## src/rtl/can_bt_pkg.sv

```systemverilog
package can_bt_pkg;

  // Segment currently occupied by the bit timing state machine
  typedef enum logic [1:0] {
    SEG_IDLE = 2'd0,
    SEG_SYNC = 2'd1,
    SEG_TS1  = 2'd2,
    SEG_TS2  = 2'd3
  } seg_e;

endpackage

```

## src/rtl/cbt_reset_sync.sv

```systemverilog
// Asynchronous assertion, synchronous release of the active-low reset.
module cbt_reset_sync (
  input  logic clk,
  input  logic rst_n,
  output logic rst_sync_n
);

  logic meta_q;
  logic hold_q;

  always_ff @(posedge clk or negedge rst_n) begin
    if (!rst_n) begin
      meta_q <= 1'b0;
      hold_q <= 1'b0;
    end else begin
      meta_q <= 1'b1;
      hold_q <= meta_q;
    end
  end

  assign rst_sync_n = hold_q;

endmodule

```

## src/rtl/cbt_prescaler.sv

```systemverilog
// Divides the system clock into time-quantum ticks of brp_m1+1 cycles.
module cbt_prescaler #(
  parameter int BRP_W = 6
) (
  input  logic             clk,
  input  logic             rst_n,
  input  logic [BRP_W-1:0] brp_m1,
  output logic             tq_tick
);

  logic [BRP_W-1:0] div_q;
  logic [BRP_W-1:0] div_d;

  always_comb begin
    tq_tick = (div_q >= brp_m1);
    if (tq_tick) begin
      div_d = '0;
    end else begin
      div_d = div_q + BRP_W'(1);
    end
  end

  always_ff @(posedge clk or negedge rst_n) begin
    if (!rst_n) begin
      div_q <= '0;
    end else begin
      div_q <= div_d;
    end
  end

endmodule

```

## src/rtl/cbt_rx_edge.sv

```systemverilog
// Synchronises the receive line and flags falling edges once per quantum.
module cbt_rx_edge #(
  parameter int SYNC_STAGES = 2
) (
  input  logic clk,
  input  logic rst_n,
  input  logic rx_in,
  input  logic tq_tick,
  output logic rx_sync,
  output logic fall_edge
);

  logic [SYNC_STAGES-1:0] chain_q;
  logic                   last_q;
  logic                   last_d;

  // Synchroniser chain, recessive at reset
  always_ff @(posedge clk or negedge rst_n) begin
    if (!rst_n) begin
      chain_q <= '1;
    end else begin
      chain_q <= {chain_q[SYNC_STAGES-2:0], rx_in};
    end
  end

  assign rx_sync = chain_q[SYNC_STAGES-1];

  always_comb begin
    last_d    = rx_sync;
    fall_edge = tq_tick && last_q && !rx_sync;
  end

  // Level seen at the previous quantum tick
  always_ff @(posedge clk or negedge rst_n) begin
    if (!rst_n) begin
      last_q <= 1'b1;
    end else if (tq_tick) begin
      last_q <= last_d;
    end
  end

endmodule

```

## src/rtl/cbt_bit_fsm.sv

```systemverilog
// Segment state machine: hard sync, bounded resynchronisation, sampling.
module cbt_bit_fsm
  import can_bt_pkg::*;
#(
  parameter int TS1_W = 5,
  parameter int TS2_W = 4,
  parameter int SJW_W = 3
) (
  input  logic             clk,
  input  logic             rst_n,
  input  logic             tq_tick,
  input  logic             fall_edge,
  input  logic             rx_sync,
  input  logic             hard_sync_req,
  input  logic             tx_dominant,
  input  logic [TS1_W-1:0] ts1_len,
  input  logic [TS2_W-1:0] ts2_len,
  input  logic [SJW_W-1:0] sjw_len,
  output logic             rx_bit,
  output logic             sample_strobe,
  output logic             bit_strobe,
  output seg_e             seg
);

  // Counter must hold the first timing segment plus its largest extension
  localparam int CNT_W = TS1_W + 1;

  seg_e             seg_q,  seg_d;
  logic [CNT_W-1:0] cnt_q,  cnt_d;
  logic [CNT_W-1:0] ext_q,  ext_d;
  logic [CNT_W-1:0] cut_q,  cut_d;
  logic             done_q, done_d;
  logic             rxb_q,  rxb_d;
  logic             smp_q,  smp_d;
  logic             bst_q,  bst_d;

  logic [CNT_W-1:0] ts1_x, ts2_x, sjw_x;
  logic [CNT_W-1:0] cnt_inc;
  logic [CNT_W-1:0] ext_new, cut_new;
  logic [CNT_W-1:0] dist_early;
  logic             restart;
  logic             resync_ok;

  always_comb begin
    ts1_x      = CNT_W'(ts1_len);
    ts2_x      = CNT_W'(ts2_len);
    sjw_x      = CNT_W'(sjw_len);
    cnt_inc    = cnt_q + CNT_W'(1);
    dist_early = ts2_x - cnt_q;
    restart    = fall_edge && ((seg_q == SEG_IDLE) || hard_sync_req);
    resync_ok  = fall_edge && !hard_sync_req && !tx_dominant && !done_q;
    ext_new    = ext_q;
    cut_new    = cut_q;

    seg_d  = seg_q;
    cnt_d  = cnt_q;
    ext_d  = ext_q;
    cut_d  = cut_q;
    done_d = done_q;
    rxb_d  = rxb_q;
    smp_d  = 1'b0;
    bst_d  = 1'b0;

    if (tq_tick) begin
      if (restart) begin
        // Quantum holding the edge is taken as the synchronisation segment
        seg_d  = SEG_TS1;
        cnt_d  = '0;
        ext_d  = '0;
        cut_d  = '0;
        done_d = 1'b1;
        bst_d  = 1'b1;
      end else begin
        unique case (seg_q)
          SEG_IDLE: begin
          end
          SEG_SYNC: begin
            // An edge here is already in place: no correction
            seg_d  = SEG_TS1;
            cnt_d  = '0;
            ext_d  = '0;
            cut_d  = '0;
            done_d = 1'b0;
            bst_d  = 1'b1;
          end
          SEG_TS1: begin
            if (resync_ok) begin
              // Late edge: stretch by the phase error, capped by the jump width
              ext_new = (cnt_inc < sjw_x) ? cnt_inc : sjw_x;
              done_d  = 1'b1;
            end
            ext_d = ext_new;
            if (cnt_inc >= ts1_x + ext_new) begin
              seg_d = SEG_TS2;
              cnt_d = '0;
              smp_d = 1'b1;
              rxb_d = rx_sync;
            end else begin
              cnt_d = cnt_inc;
            end
          end
          SEG_TS2: begin
            if (resync_ok && (dist_early <= sjw_x)) begin
              // Early edge within reach: this quantum becomes the sync segment
              seg_d  = SEG_TS1;
              cnt_d  = '0;
              ext_d  = '0;
              cut_d  = '0;
              done_d = 1'b0;
              bst_d  = 1'b1;
            end else begin
              if (resync_ok) begin
                cut_new = sjw_x;
                done_d  = 1'b1;
              end
              cut_d = cut_new;
              if (cnt_inc >= ts2_x - cut_new) begin
                seg_d = SEG_SYNC;
                cnt_d = '0;
              end else begin
                cnt_d = cnt_inc;
              end
            end
          end
          default: begin
          end
        endcase
      end
    end
  end

  // Segment state, advanced only on quantum ticks
  always_ff @(posedge clk or negedge rst_n) begin
    if (!rst_n) begin
      seg_q  <= SEG_IDLE;
      cnt_q  <= '0;
      ext_q  <= '0;
      cut_q  <= '0;
      done_q <= 1'b0;
      rxb_q  <= 1'b1;
    end else if (tq_tick) begin
      seg_q  <= seg_d;
      cnt_q  <= cnt_d;
      ext_q  <= ext_d;
      cut_q  <= cut_d;
      done_q <= done_d;
      rxb_q  <= rxb_d;
    end
  end

  // Strobes, one clock wide
  always_ff @(posedge clk or negedge rst_n) begin
    if (!rst_n) begin
      smp_q <= 1'b0;
      bst_q <= 1'b0;
    end else begin
      smp_q <= smp_d;
      bst_q <= bst_d;
    end
  end

  assign rx_bit        = rxb_q;
  assign sample_strobe = smp_q;
  assign bit_strobe    = bst_q;
  assign seg           = seg_q;

endmodule

```

## src/rtl/can_bit_timer.sv

```systemverilog
// Top level: reset synchroniser, quantum prescaler, edge detector, segment FSM.
module can_bit_timer
  import can_bt_pkg::*;
#(
  parameter int BRP_W = 6,
  parameter int TS1_W = 5,
  parameter int TS2_W = 4,
  parameter int SJW_W = 3
) (
  input  logic             clk,
  input  logic             rst_n,
  input  logic [BRP_W-1:0] brp_m1,
  input  logic [TS1_W-1:0] ts1_len,
  input  logic [TS2_W-1:0] ts2_len,
  input  logic [SJW_W-1:0] sjw_len,
  input  logic             hard_sync_req,
  input  logic             tx_dominant,
  input  logic             rx_in,
  output logic             rx_bit,
  output logic             sample_strobe,
  output logic             bit_strobe
);

  logic rst_sync_n;
  logic tq_tick;
  logic rx_sync;
  logic fall_edge;
  seg_e seg;

  cbt_reset_sync i_rst (
    .clk        (clk),
    .rst_n      (rst_n),
    .rst_sync_n (rst_sync_n)
  );

  cbt_prescaler #(.BRP_W(BRP_W)) i_presc (
    .clk     (clk),
    .rst_n   (rst_sync_n),
    .brp_m1  (brp_m1),
    .tq_tick (tq_tick)
  );

  cbt_rx_edge #(.SYNC_STAGES(2)) i_edge (
    .clk       (clk),
    .rst_n     (rst_sync_n),
    .rx_in     (rx_in),
    .tq_tick   (tq_tick),
    .rx_sync   (rx_sync),
    .fall_edge (fall_edge)
  );

  cbt_bit_fsm #(
    .TS1_W (TS1_W),
    .TS2_W (TS2_W),
    .SJW_W (SJW_W)
  ) i_fsm (
    .clk           (clk),
    .rst_n         (rst_sync_n),
    .tq_tick       (tq_tick),
    .fall_edge     (fall_edge),
    .rx_sync       (rx_sync),
    .hard_sync_req (hard_sync_req),
    .tx_dominant   (tx_dominant),
    .ts1_len       (ts1_len),
    .ts2_len       (ts2_len),
    .sjw_len       (sjw_len),
    .rx_bit        (rx_bit),
    .sample_strobe (sample_strobe),
    .bit_strobe    (bit_strobe),
    .seg           (seg)
  );

endmodule

```

## config.mk

```make
export PLATFORM = sky130hd
export DESIGN_NAME = can_bit_timer
export DESIGN_NICKNAME = d
export VERILOG_FILES = /design/src/rtl/can_bt_pkg.sv /design/src/rtl/cbt_reset_sync.sv /design/src/rtl/cbt_prescaler.sv /design/src/rtl/cbt_rx_edge.sv /design/src/rtl/cbt_bit_fsm.sv /design/src/rtl/can_bit_timer.sv
export SDC_FILE = /design/constraint.sdc
export NUM_CORES = 1
export LEC_CHECK = 0
export ABC_AREA = 1
export BUFFER_PORTS_ARGS = -buffer_cell sky130_fd_sc_hd__buf_2
export CORE_MARGIN = 2
export CORE_UTILIZATION = 45
export CTS_CLUSTER_DIAMETER = 80
export DETAILED_ROUTE_END_ITERATION = 7
export PLACE_DENSITY_LB_ADDON = 0.3
export SKIP_CTS_REPAIR_TIMING = 1
export SLEW_MARGIN = 0
export SYNTH_ARGS = -nofsm -noshare
export SYNTH_HDL_FRONTEND = slang
export SYNTH_HIERARCHICAL = 1
export SYNTH_SLANG_ARGS = --single-unit
```

## constraint.sdc

```tcl
create_clock -name clk -period 2 [get_ports clk]
set_input_delay 0.4 -clock clk [delete_from_list [all_inputs] [get_ports clk]]
set_output_delay 0.4 -clock clk [all_outputs]
set_load 0.01 [all_outputs]
```

# --- Yosys cells after proc, flatten, opt, wreduce, memory -nomap -nowiden ---
# Index checks and enable logic that the tools add are counted.
totals:
  out_inout_bits: 3
  wordCells: 89
  inputBits: 23
  register_bits: 35
op_classes:
  muxes: 39
  n_reduce_logical: 20
  order_cmp: 5
  eq_ne: 6
  add_sub_neg: 5
  bitwise_logic: 1
op_table:
  columns: ["op", "count"]
  rows:
  - ["$mux W6", 19]
  - ["$pmux W6 S3", 2]
  - ["$ge A6 B6 Y1", 3]
  - ["$add A6 B1 Y6 const B", 2]
  - ["$pmux W6 S2", 1]
  - ["$sub A4 B6 Y6", 2]
  - ["$mux W1", 10]
  - ["$mux W2", 4]
  - ["$reduce_and A4 Y1", 2]
  - ["$logic_and A1 B1 Y1", 7]
  - ["$add A5 B6 Y6", 1]
  - ["$le A6 B3 Y1", 1]
  - ["$lt A6 B3 Y1", 1]
  - ["$ne A3 B1 Y1 const B", 2]
  - ["$pmux W2 S3", 1]
  - ["$eq A2 B2 Y1 const B", 2]
  - ["$logic_not A1 Y1", 4]
  - ["$ne A4 B1 Y1 const B", 1]
  - ["$reduce_and A2 Y1", 2]
  - ["$reduce_bool A4 Y1", 1]
  - ["$pmux W1 S3", 1]
  - ["$reduce_and A3 Y1", 1]
  - ["$reduce_bool A3 Y1", 1]
  - ["$eq A2 B1 Y1 const B", 1]
  - ["4 further kinds", 4]

# --- Depth between registers and ports, before layout ---
# Gate-level depths: netlist (run 1).
logic_depth:
  depth_word: 17
  mapped_depth: 36
  depth_no_buf: 35

# --- Hierarchy ---
# Netlist (run 1), hierarchy kept.
modules_own_cells:
  columns: ["mod", "seq_area_each_um2", "area_per_inst_um2", "cells_per_inst", "n_inst"]
  rows:
  - ["cbt_bit_fsm", 601.8, 2313.5, 329, 1]
  - ["cbt_prescaler", 150.1, 432.9, 57, 1]
  - ["cbt_rx_edge", 78.8, 101.3, 9, 1]
  - ["cbt_reset_sync", 50.0, 53.8, 3, 1]

# --- Worst setup path before layout (run 1) ---
# Ideal clock, no wire load.
synth_timing:
  kind: "input port to flip-flop"
  from: "in brp_m1[5]"
  to: "reg i_fsm.seg_q[1] (netlist: i_fsm/seg[1])"
  setup_slack_ns: -2.110
  arrival_ns: 3.994
  path_buffers: 1
  t_required_ns: 1.883
  setup_ns: 0.117
  cell_stages: 32
  cell_sequence: "inv_1 > ha_1 > nand2_1 > nor2_1 > nand2_1 > nand2_2 > nand2_1 > nor2_1 > inv_1 > nor3_1 > inv_1 > nor2_4 > buf_2 > nand3_1 > nand2_1 > inv_1 > ha_1 > fa_1 > a21oi_1 > o21ai_0 > xnor2_1 > ha_1 > nand2_1 > inv_1 > o211ai_1 > nand4_1 > nand2_1 > inv_1 > nand2_2 > nand2_2 > nand2_1 > nand2_1"
synth_via:
  elab_chain_cells: 15
  elab_cells_between_ends: 28
  classes_between: "2 x add/sub; 3 x order compare; 2 x eq/ne; 12 x mux; 9 x reduce/logical"
synth_lines:
  columns: ["element", "line", "rtl"]
  rows:
  - ["from (decl)", "can_bit_timer.sv:12", "input logic [BRP_W-1:0] brp_m1,"]
  - ["$ge A6 B6 Y1 *", "cbt_prescaler.sv:15", "tq_tick = (div_q >= brp_m1);"]
  - ["via tq_tick", "can_bit_timer.sv:25", "logic tq_tick;"]
  - ["$logic_and A1 B1 Y1 * (2 in series)", "cbt_rx_edge.sv:30", "fall_edge = tq_tick && last_q && !rx_sync;"]
  - ["via fall_edge", "can_bit_timer.sv:27", "logic fall_edge;"]
  - ["$logic_and A1 B1 Y1 (3 in series)", "cbt_bit_fsm.sv:51", "resync_ok = fall_edge && !hard_sync_req && !tx_dominant && !done_q;"]
  - ["$mux W6", "cbt_bit_fsm.sv:112", "if (resync_ok) begin"]
  - ["$mux W6", "cbt_bit_fsm.sv:103", "if (resync_ok && (dist_early <= sjw_x)) begin"]
  - ["$mux W6", "cbt_bit_fsm.sv:74", "unique case (seg_q)"]
  - ["$mux W6", "cbt_bit_fsm.sv:65", "if (restart) begin"]
  - ["$mux W6", "cbt_bit_fsm.sv:64", "if (tq_tick) begin"]
  - ["$sub A4 B6 Y6", "cbt_bit_fsm.sv:117", "if (cnt_inc >= ts2_x - cut_new) begin"]
  - ["$ge A6 B6 Y1", "cbt_bit_fsm.sv:117", null]
  - ["$ne A4 B1 Y1 (no source line)", null, null]
  - ["$reduce_and A4 Y1 (no source line)", null, null]
  - ["to (signal assigned)", "cbt_bit_fsm.sv:142", "seg_q <= seg_d;"]
  - ["to (decl)", "cbt_bit_fsm.sv:28", "seg_e seg_q, seg_d;"]
# Mark *: on every way through the listed nets, which the timed path passes. The rest lies on a longest branch. The select of a mux whose other input is x is not followed.
# A chain may end at the register's enable or synchronous reset.

# --- Worst setup path after layout (run 1) ---
layout_timing:
  from: "reg i_presc.div_q[5]"
  to: "reg i_fsm.seg_q[0] (netlist: i_fsm/seg[0])"
layout_via:
  elab_chain_cells: 15
  elab_cells_between_ends: 28
  classes_between: "2 x add/sub; 3 x order compare; 2 x eq/ne; 12 x mux; 9 x reduce/logical"
layout_lines:
  columns: ["element", "line", "rtl"]
  rows:
  - ["from (decl)", "cbt_prescaler.sv:11", "logic [BRP_W-1:0] div_q;"]
  - ["from (signal assigned)", "cbt_prescaler.sv:27", "div_q <= div_d;"]
  - ["$ge A6 B6 Y1 *", "cbt_prescaler.sv:15", null]
  - ["via tq_tick", "can_bit_timer.sv:25", null]
  - ["$logic_and A1 B1 Y1 * (2 in series)", "cbt_rx_edge.sv:30", null]
  - ["via fall_edge", "can_bit_timer.sv:27", null]
  - ["$logic_and A1 B1 Y1 (3 in series)", "cbt_bit_fsm.sv:51", null]
  - ["$mux W6", "cbt_bit_fsm.sv:112", null]
  - ["$mux W6", "cbt_bit_fsm.sv:103", null]
  - ["$mux W6", "cbt_bit_fsm.sv:74", null]
  - ["$mux W6", "cbt_bit_fsm.sv:65", null]
  - ["$mux W6", "cbt_bit_fsm.sv:64", null]
  - ["$sub A4 B6 Y6", "cbt_bit_fsm.sv:117", null]
  - ["$ge A6 B6 Y1", "cbt_bit_fsm.sv:117", null]
  - ["$ne A4 B1 Y1 (no source line)", null, null]
  - ["$reduce_and A4 Y1 (no source line)", null, null]
# Marks and branches as above.

==> reports/metrics.yaml, run 1 <==
worst_slew_pin_slew_ns: 0.775
ys_seq_area_share_pct: 30.4
cts_tree: "built"
critPathCapture: "i_fsm/seg[0]$_DFFE_PN0P_"
ir_drop_uv: 483
yosysMostFrequentCell: "nand2_1"
maxCapViolations: 0
cp_num_cells: 29
grt_max_degree: 20
core_area_um2: 6280
hp-start: "rx_in"
ant_nets: 0
violations: "negative setup slack"
cp-startpoint: "i_presc/div_q[5]$_DFF_PN0_"
die_h_um: 84.3
outcome: "finished, violations left"
wl_met1_um: 3330
dp_slack_ns: -2.28
hold_viol_final: 0
met3WireLength_um: 238
reg2regPathDepth: 29
grt_pass1_vias: 2779
period_share_pct: 204
synth_top_flop_cell: "dfrtp_1"
wl_per_cell_um: 13.0
cts_sinks: 35
vias: 2956
totalWireLength_um: 7720
grt_remaining_overflow: 0
fp.dieW_um: 84.3
start_util_pct: 46.2
critPathSlowestCell: "dfrtp_1"
setup_tns_ns: -26.91
total_power_mw: 3.73
clock_latency_ns: 0.29
cts_made_buffers: 5
io_buffers: 25
required_ns: 2.19
synth_seq_cells: 35
skew_ns: 0.0180
grt_setup_unrepaired: "true"
multi_input_area_um2: 2000
diodes: 0
critPathMaxStageDelay_ns: 0.42
path_class: "flip-flop to flip-flop"
powerDensity_nw_per_um2: 893
clk_pin_slew_worst_paths_ns: 0.09
synth_top_area_share_pct: 26.7
path_buf_inv: 3
firstDrtPassIters: 4
drcViolationCount: 0
clock-root-buffer: "clkbuf_8"
top_layer: "met4"
vias_per_cell: 4.96
slew_headroom_pct: 48.3
avgSynthCellArea_um2: 7.29
grt_first_pass_wirelength_um: 12100
syn_to_final_growth_pct: 43.9
ios: 26
wl_met2_um: 3980
critical_path.top_delay_family: "simple AND/OR/NAND/NOR gates"
gp_congestion: 0.860
path_max_fanout: 5
finalCriticalPeriod_ns: 4.08
htree_levels: 2
die-area_um2: 7110
max_freq_ghz: 0.245
ys_warn_count: 6
grtUsageTotal_pct: 20.8
synth_top_cell_by_area: "dfrtp_1"
seqCellArea_um2: 882
setup_viol: 24
end_kind: "flip-flop"
synth.area.top_cells: "dfrtp_1, ha_1, nand2_1"
rrSetupSlack_ns: -2.08
clockBufferDepth: 2
netlist_instances: 398
synthTopCellsByCount: "nand2_1, inv_1, ha_1"
fin_ws_ns: -2.08
fillers: 534
final_max_slew_viol_count: 0
whs_ns: 0.205
nNetsFinal: 581
syn_area_um2: 2900
r2r_start: "i_presc/div_q[5]$_DFF_PN0_"
start_kind: "flip-flop"
async_flop_share_pct: 100
antenna_found_initial: 0
rr_endpoint: "i_fsm/seg[0]$_DFFE_PN0P_"
syn_nets: 461
critPathArrivalTime_ns: 4.27
synth-edff-count: 0
drive_above_1_share_pct: 39.9
hold_class: "input pin to flip-flop"
rows: 29
dpl.hpwl_um: 5750
ys_types: 33
p_leak_nw: 2.31
drt_iter0_drc: 114
-- per-stage QoR --
step / utilization, % / area (µm²) / cells
detailed placement: 59.9 / 3760 / 569
finish: 66.5 / 4180 / 596
floorplan: - / 3020 / 398
CTS: 61.5 / 3860 / 577
global placement: 59.9 / 3760 / 569
global route: 66.5 / 4180 / 596
-- logic make-up after synthesis --
family | Yosys count | synth area share (%)
other | 1 | 0.129
AOI/OAI and AO/OA | 29 | 5.99
and+or+nand+nor | 204 | 31.7
buffers and inverters | 76 | 9.92
DFF | 35 | 30.4
adders and majority gates | 40 | 18.0
xor gates and xnor gates | 13 | 3.92
-- worst reg2reg max path, delay by kind of cell (launching register included) --
family	cells	cell delay, ns
AO/OA/AOI/OAI	4	0.71
XOR/XNOR	1	0.17
adder cells (fa/ha/maj)	3	0.80
buffers and inverters	3	0.29
flip-flops	1	0.42
AND/OR/NAND/NOR	18	1.60
-- cell type report --
type / instances / share of cell area, %
inverters: 74 / 6.80
clock inverters: 2 / 0.389
flip-flops and latches: 35 / 21.1
multi-input cells: 288 / 47.9
repair buffers: 114 / 19.5
well taps: 77 / 2.31
clock buffers: 6 / 1.98
-- placed cells by master, fill, tap and decap left out, types with 7 or more instances in the layout --
master,count
nand3_2,9
dfrtp_1,30
ha_1,28
nand3_1,24
buf_2,25
ha_4,8
nor2_1,23
inv_2,15
buf_4,83
nand2_2,15
xor2_1,7
nand2_1,109
inv_1,57
-- flip-flops by register name, summed over array words and instances (netlist names) --
register             count
i_fsm/cnt_q              6
i_rst/meta_q             1
i_edge/chain_q           2
i_fsm/bit_strobe         1
i_rst/rst_sync_n         1
i_fsm/sample_strobe      1
i_presc/div_q            6
i_fsm/rx_bit             1
i_fsm/cut_q              6
i_fsm/ext_q              6
i_edge/last_q            1
i_fsm/done_q             1
i_fsm/seg                2
-- worst min-delay path by stage --
| stage | end | cells after the start |
|---|---|---|
| CTS | i_rst/meta_q$_DFF_PN0_ | 1 |
| global placement | i_rst/meta_q$_DFF_PN0_ | 1 |
| finish | i_edge/chain_q[0]$_DFF_PN1_ | 1 |
| global route | i_edge/chain_q[0]$_DFF_PN1_ | 1 |
| detailed placement | i_rst/rst_sync_n$_DFF_PN0_ | 1 |
| floorplan | i_rst/meta_q$_DFF_PN0_ | 0 |
-- where the power goes --
part | switching (mW) | internal, mW | total, mW
Combinational | 1.18 | 0.962 | 2.14
Sequential | 0.148 | 0.881 | 1.03
Clock | 0.279 | 0.281 | 0.561
Total | 1.61 | 2.12 | 3.73
-- per-layer routing --
layer,vias to the layer above,global-route usage [%]
met5,-,0
met4,0,6.30
met3,14,2.85
met2,63,37.7
met1,1388,25.4
li1,1491,-
No activity file was read; power rests on OpenSTA's default activity.
==> inputs of run 2 (changes only) <==
- ABC_AREA: 1 -> 0
==> run 2 against run 1 <==
The run still ends with negative setup slack left. Sequential cell count did not move. Combinational power rose by 16%. Worst hold slack improved by 0.0059 ns. Routed wire length fell by 10%. Via count fell by 15%. Register-to-register slack got worse by 0.34 ns. Non-clock buffer count fell by 13. Critical path type unchanged.
==> reports/metrics.yaml, run 2 <==
outcome: "finished, violations left"
violations: "negative setup slack"
mostFrequentLayoutCell: "buf_4"
slew_headroom_pct: 51.8  # +3.5 points
htree_levels: 2  # unchanged
avgSynthCellArea_um2: 9.18  # +26%
start_util_pct: 45.8  # -0.39 points
finish.utilization_pct: 66.1  # -0.41 points
synthTopCellsByCount: "ha_1, dfrtp_1, nand2_1"
synth_seq_cells: 35  # unchanged
start_kind: "flip-flop"
ant_nets: 0  # unchanged
diodes: 0  # unchanged
skew_ns: 0.0102  # -0.00778 ns
vias: 2503  # -15%
totalWireLength_um: 6940  # -10%
netlist_instances: 292  # -27%
dpl.hpwl_um: 5220  # -9.4%
yosys.area_share.simple_pct: 13.8  # -18 points
layout_common_cells: "buf_4, dfrtp_1, ha_1"
fp.dieW_um: 81.2  # -3.7%
gp_congestion: 0.865  # +0.63%
drive_above_1_share_pct: 40.8  # +0.88 points
path_max_fanout: 3  # -2
rows: 28  # -3.4%
total_power_mw: 4.07  # +9.2%
ys_types: 51  # +55%
core_area_um2: 5850  # -6.8%
powerDensity_nw_per_um2: 1050  # +18%
critPathMaxStageDelay_ns: 0.43  # about the same
ios: 26  # unchanged
cts_made_buffers: 5  # unchanged
whs_ns: 0.211  # +0.00590 ns
setup_tns_ns: -34.52  # -7.62 ns
hold_viol_final: 0  # unchanged
critPathArrivalTime_ns: 4.64  # +0.37 ns
path_buf_inv: 0  # -3
final_max_slew_viol_count: 0  # unchanged
required_ns: 2.23  # +0.04 ns
cts_sinks: 35  # unchanged
drcViolationCount: 0  # unchanged
grt_first_pass_wirelength_um: 11000  # -8.4%
synth-edff-count: 0  # unchanged
end_kind: "flip-flop"
synth.area.top_cells: "dfrtp_1, ha_1, nand2_1"
clockBufferDepth: 2  # unchanged
clk_pin_slew_worst_paths_ns: 0.07  # -0.02 ns
clock_latency_ns: 0.29  # about the same
worst_slew_pin_slew_ns: 0.723  # -0.0519 ns
grtUsageTotal_pct: 22.0  # +1.2 points
clock-root-buffer: "clkbuf_8"
grt_setup_unrepaired: "true"
syn_area_um2: 2680  # -7.6%
fin_ws_ns: -2.41  # -0.335 ns
stdcell_count: 470  # -21%
io_buffers: 25  # unchanged
synth_top_cell_by_area: "dfrtp_1"
setup_viol: 24  # unchanged
dp_slack_ns: -2.47  # -0.186 ns
synth_compound_area_share_pct: 20.0  # +14 points
async_flop_share_pct: 100  # unchanged
p_leak_nw: 1.88  # -18%
cts_tree: "built"
fin_area_um2: 3870  # -7.4%
path_class: "flip-flop to flip-flop"
ys_seq_area_share_pct: 32.9  # +2.5 points
synth_top_area_share_pct: 28.9  # +2.2 points
synth_mux_area_share_pct: 3.22  # +3.2 points
synth_fa_ha_area_share_pct: 19.9  # +1.9 points
antenna_found_initial: 0  # unchanged
die_h_um: 81.2  # -3.7%
nNetsFinal: 457  # -21%
finalCriticalPeriod_ns: 4.41  # +0.335 ns
grt_remaining_overflow: 0  # unchanged
period_share_pct: 221  # +17 points
hold_class: "input pin to flip-flop"
vias_per_cell: 5.33  # +7.4%
ir_drop_uv: 595  # +23%
yosysMostFrequentCell: "ha_1"
grt_pass1_vias: 2377  # -14%
grt_max_degree: 19  # -5.0%
maxCapViolations: 0  # unchanged
ys_warn_count: 6  # unchanged
wl_per_cell_um: 14.8  # +14%
syn_nets: 355  # -23%
syn_to_final_growth_pct: 44.3
path_cells: "ha_4, ha_4, a21boi_1, o21ai_1, nand2_1, nor4_4, mux2i_1, a21oi_2, ha_2, fa_2, a21oi_2, nor2_1, nor2_1, xor2_1, ha_1, a21oi_1, o21ai_1, a21o_1, nor3b_2, or2_1, a32o_1"
critical_path.top_delay_family: "adder cells"
max_freq_ghz: 0.227  # -7.6%
synth_top_family_by_area: "compound AO/OA/AOI/OAI gates"
dp_cells: 456  # -20%
synth_top_flop_cell: "dfrtp_1"
drt_iter0_drc: 101  # -11%
firstDrtPassIters: 4  # unchanged
critPathSlowestCell: "dfrtp_2"
fillers: 469  # -12%
placed_area_um2: 3540  # -6.0%
die-area_um2: 6590  # -7.2%
synth_xor_area_share_pct: 5.23  # +1.3 points
==> run 2: power by group <==
part | leakage [nW] | internal (mW) | switching (mW)
logic | 1.38 | 1.27 | 1.20
registers | 0.452 | 0.863 | 0.158
clock network | 0.0515 | 0.314 | 0.261
==> run 2: final cells by class <==
class	count	area [µm²]	area share, %
Tap cell	75	93.8	2.43
Inverter	28	105	2.72
Sequential cell	35	882	22.8
Clock buffer	8	100	2.59
Timing Repair Buffer	101	721	18.6
Multi-Input combinational cell	223	1970	50.8
==> run 2: logic make-up (layout without fill, tap and decap cells) <==
| logic type | after synthesis | in the layout |
|---|---|---|
| mux | 8 | 8 |
| fa+ha+maj | 41 | 41 |
| compound gates | 80 | 80 |
| xor+xnor | 16 | 16 |
| simple gates | 77 | 77 |
| buf+inv | 34 | 137 |
| other cells | 1 | 1 |
| flops | 35 | 35 |
==> run 2: path summary, 6_finish.rpt <==
| check | startpoint | end | slack (ns) | cells past startpoint |
|---|---|---|---|---|
| max in group asynchronous | i_rst/rst_sync_n$_DFF_PN0_ | i_presc/div_q[1]$_DFF_PN0_ | 1.09 | 1 |
| worst max-delay path | i_fsm/cnt_q[0]$_DFFE_PN0P_ | i_fsm/cnt_q[5]$_DFFE_PN0P_ | -2.41 | 21 |
| worst max register to register | i_fsm/cnt_q[0]$_DFFE_PN0P_ | i_fsm/cnt_q[5]$_DFFE_PN0P_ | -2.41 | 21 |
| min in group asynchronous | i_rst/rst_sync_n$_DFF_PN0_ | i_fsm/done_q$_DFFE_PN0P_ | 0.29 | 0 |
| worst min-delay path | rx_in | i_edge/chain_q[0]$_DFF_PN1_ | 0.21 | 1 |
| worst min register to register | i_rst/rst_sync_n$_DFF_PN0_ | i_fsm/done_q$_DFFE_PN0P_ | 0.29 | 0 |
==> run 2: metal layers <==
metal  vias up  share of wire [%]  global-route usage, %
li1       1235                  -                      -
met1      1199                 45                   29.7
met2        54                 49                   36.3
met3        15                3.5                   3.44
met4         0                2.1                   6.95
met5         -                  0                      0
==> inputs of run 3 (changes only) <==
==> constraint.sdc (replaced) <==
create_clock -name clk -period 2 [get_ports clk]
set_input_delay 0.1 -clock clk [delete_from_list [all_inputs] [get_ports clk]]
set_output_delay 0.1 -clock clk [all_outputs]
set_load 0.01 [all_outputs]
==> run 3 against run 2 <==
The flow still finishes with violations (negative setup slack). Worst hold slack worse by 0.092 ns. Critical endpoint is now i_fsm/seg[0]$_DFFE_PN0P_. Largest power group unchanged. Non-clock buffer count increased by 5. Die area stayed put. Largest cell class unchanged. Combinational power fell by 2%.
==> reports/metrics.yaml, run 3 (synthesis results as in run 2) <==
ir_drop_uv: 591  # -0.70%
dpl.hpwl_um: 5250  # +0.67%
end_kind: "flip-flop"
clk_pin_slew_worst_paths_ns: 0.08  # about the same
grt_remaining_overflow: 0  # unchanged
clock_latency_ns: 0.29  # about the same
vias: 2511  # +0.32%
core_area_um2: 5850  # unchanged
start_util_pct: 45.8  # unchanged
violations: "negative setup slack"
setup_viol: 24  # unchanged
powerDensity_nw_per_um2: 1010  # -3.9%
ios: 26  # unchanged
skew_ns: 0.0103  # +0.0000802 ns
cts_made_buffers: 5  # unchanged
vias_per_cell: 5.29  # -0.74%
final_max_slew_viol_count: 0  # unchanged
grt_setup_unrepaired: "true"
firstDrtPassIters: 4  # unchanged
grt_max_degree: 34  # +15
outcome: "finished, violations left"
hold_viol_final: 0  # unchanged
setup_tns_ns: -32.81  # +1.71 ns
totalWireLength_um: 6880  # -0.86%
clockBufferDepth: 2  # unchanged
cts_tree: "built"
fp.dieW_um: 81.2  # unchanged
antenna_found_initial: 0  # unchanged
path_class: "flip-flop to flip-flop"
required_ns: 2.16  # -0.07 ns
fin_ws_ns: -2.18  # +0.232 ns
seqCellArea_um2: 882  # unchanged
p_leak_nw: 1.90  # +1.0%
critPathArrivalTime_ns: 4.34  # -0.30 ns
syn_to_final_growth_pct: 45.3
fillers: 449  # -4.3%
hold_class: "input pin to asynchronous set/reset pin"
grt_first_pass_wirelength_um: 10800  # -2.3%
rows: 28  # unchanged
diodes: 0  # unchanged
cts_sinks: 35  # unchanged
htree_levels: 2  # unchanged
period_share_pct: 209  # -12 points
whs_ns: 0.119  # -0.0922 ns
multi_input_area_um2: 1980  # +0.64%
nNetsFinal: 462  # +1.1%
grtUsageTotal_pct: 21.1  # -0.87 points
drive_above_1_share_pct: 42.0  # +1.2 points
stdcell_count: 475  # +1.1%
ant_nets: 0  # unchanged
maxCapViolations: 0  # unchanged
reg2regPathDepth: 21  # unchanged
drt_iter0_drc: 78  # -23%
grt_pass1_vias: 2358  # -0.80%
drcViolationCount: 0  # unchanged
path_max_fanout: 3  # unchanged
die_h_um: 81.2  # unchanged
start_kind: "flip-flop"
wl_per_cell_um: 14.5  # -1.9%
clock-root-buffer: "clkbuf_8"
finalCriticalPeriod_ns: 4.18  # -0.232 ns
mostFrequentLayoutCell: "buf_4"
gp_congestion: 0.822  # -5.0%
die-area_um2: 6590  # unchanged
dp_cells: 460  # +0.88%
layout_common_cells: "buf_4, dfrtp_1, ha_1"
io_buffers: 25  # unchanged
max_freq_ghz: 0.239  # +5.5%
run 3: layout make-up:
cell class	instances	share of cell area, %
multi-input combinational	223	50.8
sequential	35	22.6
timing repair buffer	106	19.2
clock inverter	2	0.321
inverter	28	2.70
clock buffer	6	1.86
tap	75	2.41
run 3: per-stage QoR:
| stage | cell area (µm²) | worst slack (ns) | util, % | power (mW) |
|---|---|---|---|---|
| floorplan | 2810 | -2.15 | - | 2.30 |
| global placement | 3540 | -2.25 | 60.6 | 3.08 |
| detailed placement | 3540 | -2.40 | 60.6 | 3.15 |
| CTS | 3630 | -2.43 | 62.0 | 3.67 |
| global route | 3890 | -2.45 | 66.6 | 4.27 |
| finish | 3890 | -2.18 | 66.6 | 3.94 |
run 3: final timing paths:
path,slack [ns],from,to
setup reg to reg,-2.18,i_fsm/cnt_q[0]$_DFFE_PN0P_,i_fsm/seg[0]$_DFFE_PN0P_
setup / recovery,-2.18,i_fsm/cnt_q[0]$_DFFE_PN0P_,i_fsm/seg[0]$_DFFE_PN0P_
min in group clk,0.36,i_rst/meta_q$_DFF_PN0_,i_rst/rst_sync_n$_DFF_PN0_
hold / removal,0.12,rst_n,i_rst/rst_sync_n$_DFF_PN0_
hold reg to reg,0.27,i_rst/rst_sync_n$_DFF_PN0_,i_presc/div_q[4]$_DFF_PN0_
max in group asynchronous,1.38,i_rst/rst_sync_n$_DFF_PN0_,i_fsm/cnt_q[0]$_DFFE_PN0P_
run 3: power breakdown:
part | internal, mW | switching, mW | total, mW
sequential | 0.862 | 0.149 | 1.01
combinational | 1.24 | 1.18 | 2.42
clock | 0.244 | 0.270 | 0.513
run 3: layer usage:
layer | share of wire (%) | wire length (µm) | GRT usage, % | up-vias
met3 | 3.3 | 230 | 3.33 | 9
met2 | 51 | 3540 | 37.5 | 45
met1 | 44 | 3030 | 27.1 | 1205
met5 | 0 | 0 | 0 | -
met4 | 1.2 | 82 | 4.24 | 0
li1 | - | - | - | 1252
run 3: worst max-delay path: stages, from the launching register on:
cell and delay [ns]:
dfrtp_2 0.43, ha_4 0.28, ha_4 0.18, a21boi_1 0.12
o21ai_1 0.14, nand2_1 0.11, nor4_4 0.19, mux2i_1 0.26
a21oi_2 0.08, ha_2 0.20, fa_2 0.41, a21oi_2 0.14
nor2_1 0.05, nor2_1 0.12, xor2_1 0.16, ha_1 0.27
a21oi_2 0.12, o21ai_1 0.07, a21o_1 0.19, nor3b_2 0.26
or2_1 0.17, o221ai_1 0.10
